[src/rtl/usart_clkgen_pkg.sv]
package usart_clkgen_pkg;

    typedef enum logic [1:0] {
        MODE_ASYNC_NORM,
        MODE_ASYNC_DBL,
        MODE_SYNC_MASTER,
        MODE_SYNC_SLAVE
    } clk_mode_e;

    function automatic clk_mode_e decode_mode(input logic sync_m,
                                              input logic dbl,
                                              input logic dir_out);
        if (!sync_m)
            return dbl ? MODE_ASYNC_DBL : MODE_ASYNC_NORM;
        return dir_out ? MODE_SYNC_MASTER : MODE_SYNC_SLAVE;
    endfunction

endpackage

[src/rtl/baud_downcnt.sv]
module baud_downcnt #(
    parameter int DIV_W = 12
) (
    input  logic             clk,
    input  logic             rst_n,
    input  logic [DIV_W-1:0] divisor_i,
    input  logic             reload_i,
    output logic             tick_o
);
    typedef struct packed {
        logic [DIV_W-1:0] cnt;
    } dc_state_t;

    dc_state_t st_d, st_q;

    always_comb begin
        st_d = st_q;
        if (!rst_n)
            st_d.cnt = divisor_i;
        else if (reload_i || st_q.cnt == '0)
            st_d.cnt = divisor_i;
        else
            st_d.cnt = st_q.cnt - 1'b1;
    end

    always_ff @(posedge clk) st_q <= st_d;

    assign tick_o = (st_q.cnt == '0);


    reload_chk: assert property (@(posedge clk) disable iff (!rst_n)
        reload_i |=> st_q.cnt == $past(divisor_i));


    count_dec_chk: assert property (@(posedge clk) disable iff (!rst_n)
        (!reload_i && !tick_o) |=> st_q.cnt == $past(st_q.cnt) - 1'b1);

endmodule

[src/rtl/tx_postdiv.sv]
module tx_postdiv #(
    parameter int PD_W = 4
) (
    input  logic            clk,
    input  logic            rst_n,
    input  logic            base_tick_i,
    input  logic [PD_W-1:0] mask_i,
    output logic            tx_tick_o,
    output logic            phase_o
);
    typedef struct packed {
        logic [PD_W-1:0] cnt;
    } pd_state_t;

    pd_state_t st_d, st_q;

    always_comb begin
        st_d = st_q;
        if (!rst_n)
            st_d.cnt = '0;
        else if (base_tick_i)
            st_d.cnt = st_q.cnt + 1'b1;
    end

    always_ff @(posedge clk) st_q <= st_d;

    assign tx_tick_o = base_tick_i && ((st_q.cnt & mask_i) == mask_i);
    assign phase_o   = st_q.cnt[0];


    pd_hold_chk: assert property (@(posedge clk) disable iff (!rst_n)
        !base_tick_i |=> $stable(st_q.cnt));

endmodule

[src/rtl/xck_edge_sync.sv]
module xck_edge_sync (
    input  logic clk,
    input  logic rst_n,
    input  logic enable_i,
    input  logic pin_i,
    input  logic fall_i,
    output logic edge_o
);
    typedef struct packed {
        logic s1;
        logic s2;
        logic s3;
    } sy_state_t;

    sy_state_t st_d, st_q;

    always_comb begin
        st_d = st_q;
        if (!rst_n) begin
            st_d = '0;
        end else begin
            st_d.s1 = enable_i ? pin_i : 1'b0;
            st_d.s2 = st_q.s1;
            st_d.s3 = st_q.s2;
        end
    end

    always_ff @(posedge clk) st_q <= st_d;

    assign edge_o = fall_i ? (st_q.s3 & ~st_q.s2) : (st_q.s2 & ~st_q.s3);


    edge_pulse_chk: assert property (@(posedge clk) disable iff (!rst_n)
        (edge_o && $stable(fall_i)) |=> !edge_o);


    idle_sync_chk: assert property (@(posedge clk) disable iff (!rst_n)
        !enable_i |=> !st_q.s1);

endmodule

[src/rtl/usart_clkgen.sv]
module usart_clkgen
    import usart_clkgen_pkg::*;
#(
    parameter int DIV_W = 12,
    parameter int PD_W  = 4
) (
    input  logic             clk,
    input  logic             rst_n,
    input  logic [DIV_W-1:0] divisor_i,
    input  logic             div_lo_wr_i,
    input  logic             sync_mode_i,
    input  logic             dbl_speed_i,
    input  logic             clk_dir_out_i,
    input  logic             fall_edge_i,
    input  logic             clk_pin_i,
    output logic             tx_tick_o,
    output logic             rx_tick_o,
    output logic             clk_o,
    output logic             clk_oe_o
);
    localparam logic [PD_W-1:0] MASK_NORM = '1;
    localparam logic [PD_W-1:0] MASK_DBL  = MASK_NORM >> 1;
    localparam logic [PD_W-1:0] MASK_SYNC = PD_W'(1);

    typedef struct packed {
        logic oe;
    } top_state_t;

    top_state_t      st_d, st_q;
    clk_mode_e       mode;
    logic            is_slave;
    logic            base_tick;
    logic            ext_edge;
    logic            pd_tick;
    logic            pd_phase;
    logic [PD_W-1:0] pd_mask;

    assign mode     = decode_mode(sync_mode_i, dbl_speed_i, clk_dir_out_i);
    assign is_slave = (mode == MODE_SYNC_SLAVE);

    always_comb begin
        case (mode)
            MODE_ASYNC_NORM: pd_mask = MASK_NORM;
            MODE_ASYNC_DBL:  pd_mask = MASK_DBL;
            default:         pd_mask = MASK_SYNC;
        endcase
    end

    baud_downcnt #(.DIV_W(DIV_W)) u_cnt (
        .clk       (clk),
        .rst_n     (rst_n),
        .divisor_i (divisor_i),
        .reload_i  (div_lo_wr_i),
        .tick_o    (base_tick)
    );

    tx_postdiv #(.PD_W(PD_W)) u_pd (
        .clk         (clk),
        .rst_n       (rst_n),
        .base_tick_i (base_tick),
        .mask_i      (pd_mask),
        .tx_tick_o   (pd_tick),
        .phase_o     (pd_phase)
    );

    xck_edge_sync u_sync (
        .clk      (clk),
        .rst_n    (rst_n),
        .enable_i (is_slave),
        .pin_i    (clk_pin_i),
        .fall_i   (fall_edge_i),
        .edge_o   (ext_edge)
    );

    always_comb begin
        st_d    = st_q;
        st_d.oe = rst_n && (mode == MODE_SYNC_MASTER);
    end

    always_ff @(posedge clk) st_q <= st_d;

    assign rx_tick_o = is_slave ? ext_edge : base_tick;
    assign tx_tick_o = is_slave ? ext_edge : pd_tick;
    assign clk_oe_o  = st_q.oe;
    assign clk_o     = st_q.oe & pd_phase;


    oe_async_chk: assert property (@(posedge clk) disable iff (!rst_n)
        !sync_mode_i |=> !clk_oe_o);


    tx_sub_chk: assert property (@(posedge clk) disable iff (!rst_n)
        (tx_tick_o && !is_slave) |-> rx_tick_o);


    pin_idle_chk: assert property (@(posedge clk) disable iff (!rst_n)
        !clk_oe_o |-> !clk_o);

endmodule

[config.mk]
export PLATFORM = sky130hd
export DESIGN_NAME = usart_clkgen
export DESIGN_NICKNAME = d
export VERILOG_FILES = /design/src/rtl/usart_clkgen_pkg.sv /design/src/rtl/baud_downcnt.sv /design/src/rtl/tx_postdiv.sv /design/src/rtl/xck_edge_sync.sv /design/src/rtl/usart_clkgen.sv
export SDC_FILE = /design/constraint.sdc
export NUM_CORES = 1
export LEC_CHECK = 0
export ABC_AREA = 1
export BUFFER_PORTS_ARGS = -buffer_cell sky130_fd_sc_hd__buf_2
export CORE_ASPECT_RATIO = 0.8
export CORE_MARGIN = 4
export CORE_UTILIZATION = 55
export DETAILED_ROUTE_END_ITERATION = 6
export GPL_TIMING_DRIVEN = 0
export MAX_ROUTING_LAYER = met4
export PLACE_DENSITY_LB_ADDON = 0.2
export SYNTH_ARGS = -nofsm -noshare
export SYNTH_HDL_FRONTEND = slang
export SYNTH_SLANG_ARGS = --single-unit
[constraint.sdc]
create_clock -name clk -period 2.6 [get_ports clk]
set_input_delay 0.13 -clock clk [delete_from_list [all_inputs] [get_ports clk]]
set_output_delay 0.13 -clock clk [all_outputs]
set_load 0.02 [all_outputs]
==> flow_summary.json <==
{
  "track_usage_pct": 19.15,
  "cts.sinks": 20,
  "numCtsBuffers": 3,
  "routed_wl_mm": 2.084,
  "cp-startpoint": "u_cnt.st_q[0]",
  "gp_congestion": 0.8037,
  "rsz0062_at_grt": "no",
  "fin_skew_ps": 13.29,
  "core_sq_um": 1692,
  "worstPathCellList": "inv_1, ha_1, nand2_1, nor2_1, nand3_1, o21ai_0, buf_2",
  "timing.setup.tns_ps": 0,
  "hold_class": "input pin to flip-flop",
  "overflow": 0,
  "io_pins": 24,
  "avgSynthCellArea_sq_um": 6.865,
  "post-cts-setup-buffers": 0,
  "grt_pass1_wl_mm": 3.629,
  "grt_start_max_net_pins": 13,
  "crit_path_end_kind": "output port",
  "synth_cell_types": 20,
  "worstRegToRegCells": 10,
  "multi_input_area_sq_um": 539.3,
  "max_stage_delay_ps": 340,
  "vias_per_cell": 4.884,
  "clk_latency_ps": 310,
  "grt_pass1_vias": 896,
  "clockRootBuffer": "clkbuf_4",
  "drt-initial-drc-count": 28,
  "die_area_sq_um": 2633,
  "vias": 972,
  "portBuffers": 23,
  "seqCellArea_sq_um": 400.4,
  "syn_nets": 173,
  "syn2layout_area_growth_pct": 18.95,
  "r2r_slack_ps": 1130,
  "ys_seq_area_share_pct": 38.88,
  "tightestPinTransition_ps": 314.6,
  "start_util_pct": 60.87,
  "setup_viol": 0,
  "cp_max_fo": 5,
  "route.detailed.drc": 0,
  "reg2reg_to": "u_cnt.st_q[10]",
  "slew_headroom_pct": 78.95,
  "synth-seq-cells": 20,
  "final_area_sq_um": 1225,
  "die_width_um": 56.38,
  "drive_above_1_share_pct": 20.34,
  "rr_startpoint": "u_cnt.st_q[0]",
  "ctsHoldBuffers": 0,
  "crit_path_end": "tx_tick_o",
  "fmax_mhz": 529.1,
  "wl_per_cell_um": 10.47,
  "slew_viol_final": 0,
  "fp.dieH_um": 46.70,
  "yosys_warnings": 0,
  "status": "finished, final reports clean",
  "p_per_area_nw_per_um2": 560.1,
  "slowest_stage": "dfxtp_1",
  "syn_area_sq_um": 1030,
  "finalPower_uw": 686.1,
  "insertedDiodeCount": 0,
  "hold_viol_final": 0,
  "nets": 201,
  "hpwl_mm": 1.654,
  "rows": 13,
  "detail_route.first_pass.iterations": 4,
  "place_area_sq_um": 1172,
  "post_cts_resized": 0,
  "startpoint_type": "flip-flop",
  "clock_path_buffers": 2,
  "antenna_found_initial": 0,
  "path_class": "flip-flop to output port",
  "syn-instance-count": 150,
  "power.leakage_nw": 0.6277,
  "maxCapViolCount": 0,
  "min_period_ps": 1890,
  "htree_num_levels": 1,
  "ant_nets": 0,
  "clk_pin_slew_ps": 120,
  "cp.required_ps": 2470,
  "cts_tree": "built",
  "post-route-period-util_pct": 72.70,
  "fillers": 152,
  "ir_worst_vdd_uv": 384.7,
  "crit_arrival_ps": 1760
}
## cell usage after synthesis, drive strengths merged
library cell / number / area (sq um)
a21oi: 5 / 25.02
nand3: 11 / 55.05
inv: 19 / 71.31
and2: 1 / 6.260
nor2: 31 / 126.4
nand2: 33 / 128.9
o22ai: 1 / 6.260
xnor2: 5 / 43.79
and3: 3 / 18.77
buf: 2 / 18.77
dfxtp: 20 / 400.4
o21ai: 12 / 60.05
xor2: 3 / 26.28
nor3: 1 / 5.000
ha: 3 / 37.54
## kinds of logic (layout without fill, tap and decap cells)
family	Yosys count	in the layout	synth area share [%]
compound gates	18	18	8.869
flops	20	20	38.88
fa+ha+maj	3	3	3.646
simple gates	80	80	33.05
xor+xnor	8	8	6.805
buf+inv	21	48	8.748
## stage by stage
step	hold slack (ps)	worst slack (ps)	std cells	utilization, %
finish	15.18	709.9	199	72.41
global route	7.495	578.8	199	72.41
CTS	10.06	700.2	199	72.41
detailed placement	339.7	1061	195	69.30
global placement	326.5	1096	195	69.30
floorplan	223.5	1075	150	-
## per-layer routing
layer	part of all wire, %	vias to the layer above	global-route usage [%]
met5	0	-	-
met4	1.1	0	5.687
met3	6.5	4	6.723
met2	48	25	33.80
met1	45	423	20.80
li1	-	520	-
## cells in the final DEF (no fill, tap or decap), types with 4 or more instances in the layout
| cell | instances |
|---|---|
| nand2_1 | 31 |
| nor2_2 | 4 |
| inv_1 | 18 |
| nand3_1 | 11 |
| dfxtp_1 | 20 |
| buf_2 | 23 |
| xnor2_1 | 5 |
| nor2_1 | 27 |
| o21ai_0 | 11 |
| a21oi_1 | 5 |
## report_power, final
| group | switching, mW | internal (mW) | leakage (nW) |
|---|---|---|---|
| clock | 0.0967 | 0.156 | 0.0279 |
| combinational | 0.0505 | 0.0413 | 0.434 |
| sequential | 0.0160 | 0.326 | 0.166 |
## state kept, by name, indices dropped and copies added, names as in the netlist
signal and flops:
clk_oe_o 1, u_cnt.st_q 12, u_pd.st_q 4, u_sync.st_q 3
## worst max-delay path: cells and delay by family, from the launching register on
| kind | cells | cell delay (ps) |
|---|---|---|
| compound gates | 1 | 140 |
| fa+ha+maj | 1 | 200 |
| buf+inv | 2 | 300 |
| flops | 1 | 340 |
| simple gates | 3 | 480 |
## how the worst min path moves through the flow
stage | startpoint | endpoint | slack (ps) | cells past startpoint
after detailed placement | divisor_i[6] | u_cnt.st_q[6] | 340 | 3
after CTS | divisor_i[1] | u_cnt.st_q[1] | 10 | 3
after floorplan | rst_n | u_sync.st_q[0] | 220 | 2
after global placement | divisor_i[2] | u_cnt.st_q[2] | 330 | 3
final | divisor_i[6] | u_cnt.st_q[6] | 20 | 3
after global routing | divisor_i[1] | u_cnt.st_q[1] | 7 | 3
## cell type report
class / instances / area share (%)
clock buffers: 3 / 1.839
repair buffers: 23 / 9.397
multi-input cells: 109 / 44.02
clock inverters: 1 / 2.451
plain buffers: 2 / 1.532
flip-flops and latches: 20 / 32.69
well taps: 22 / 2.247
inverters: 19 / 5.822
(Power assumes the default switching activity.)
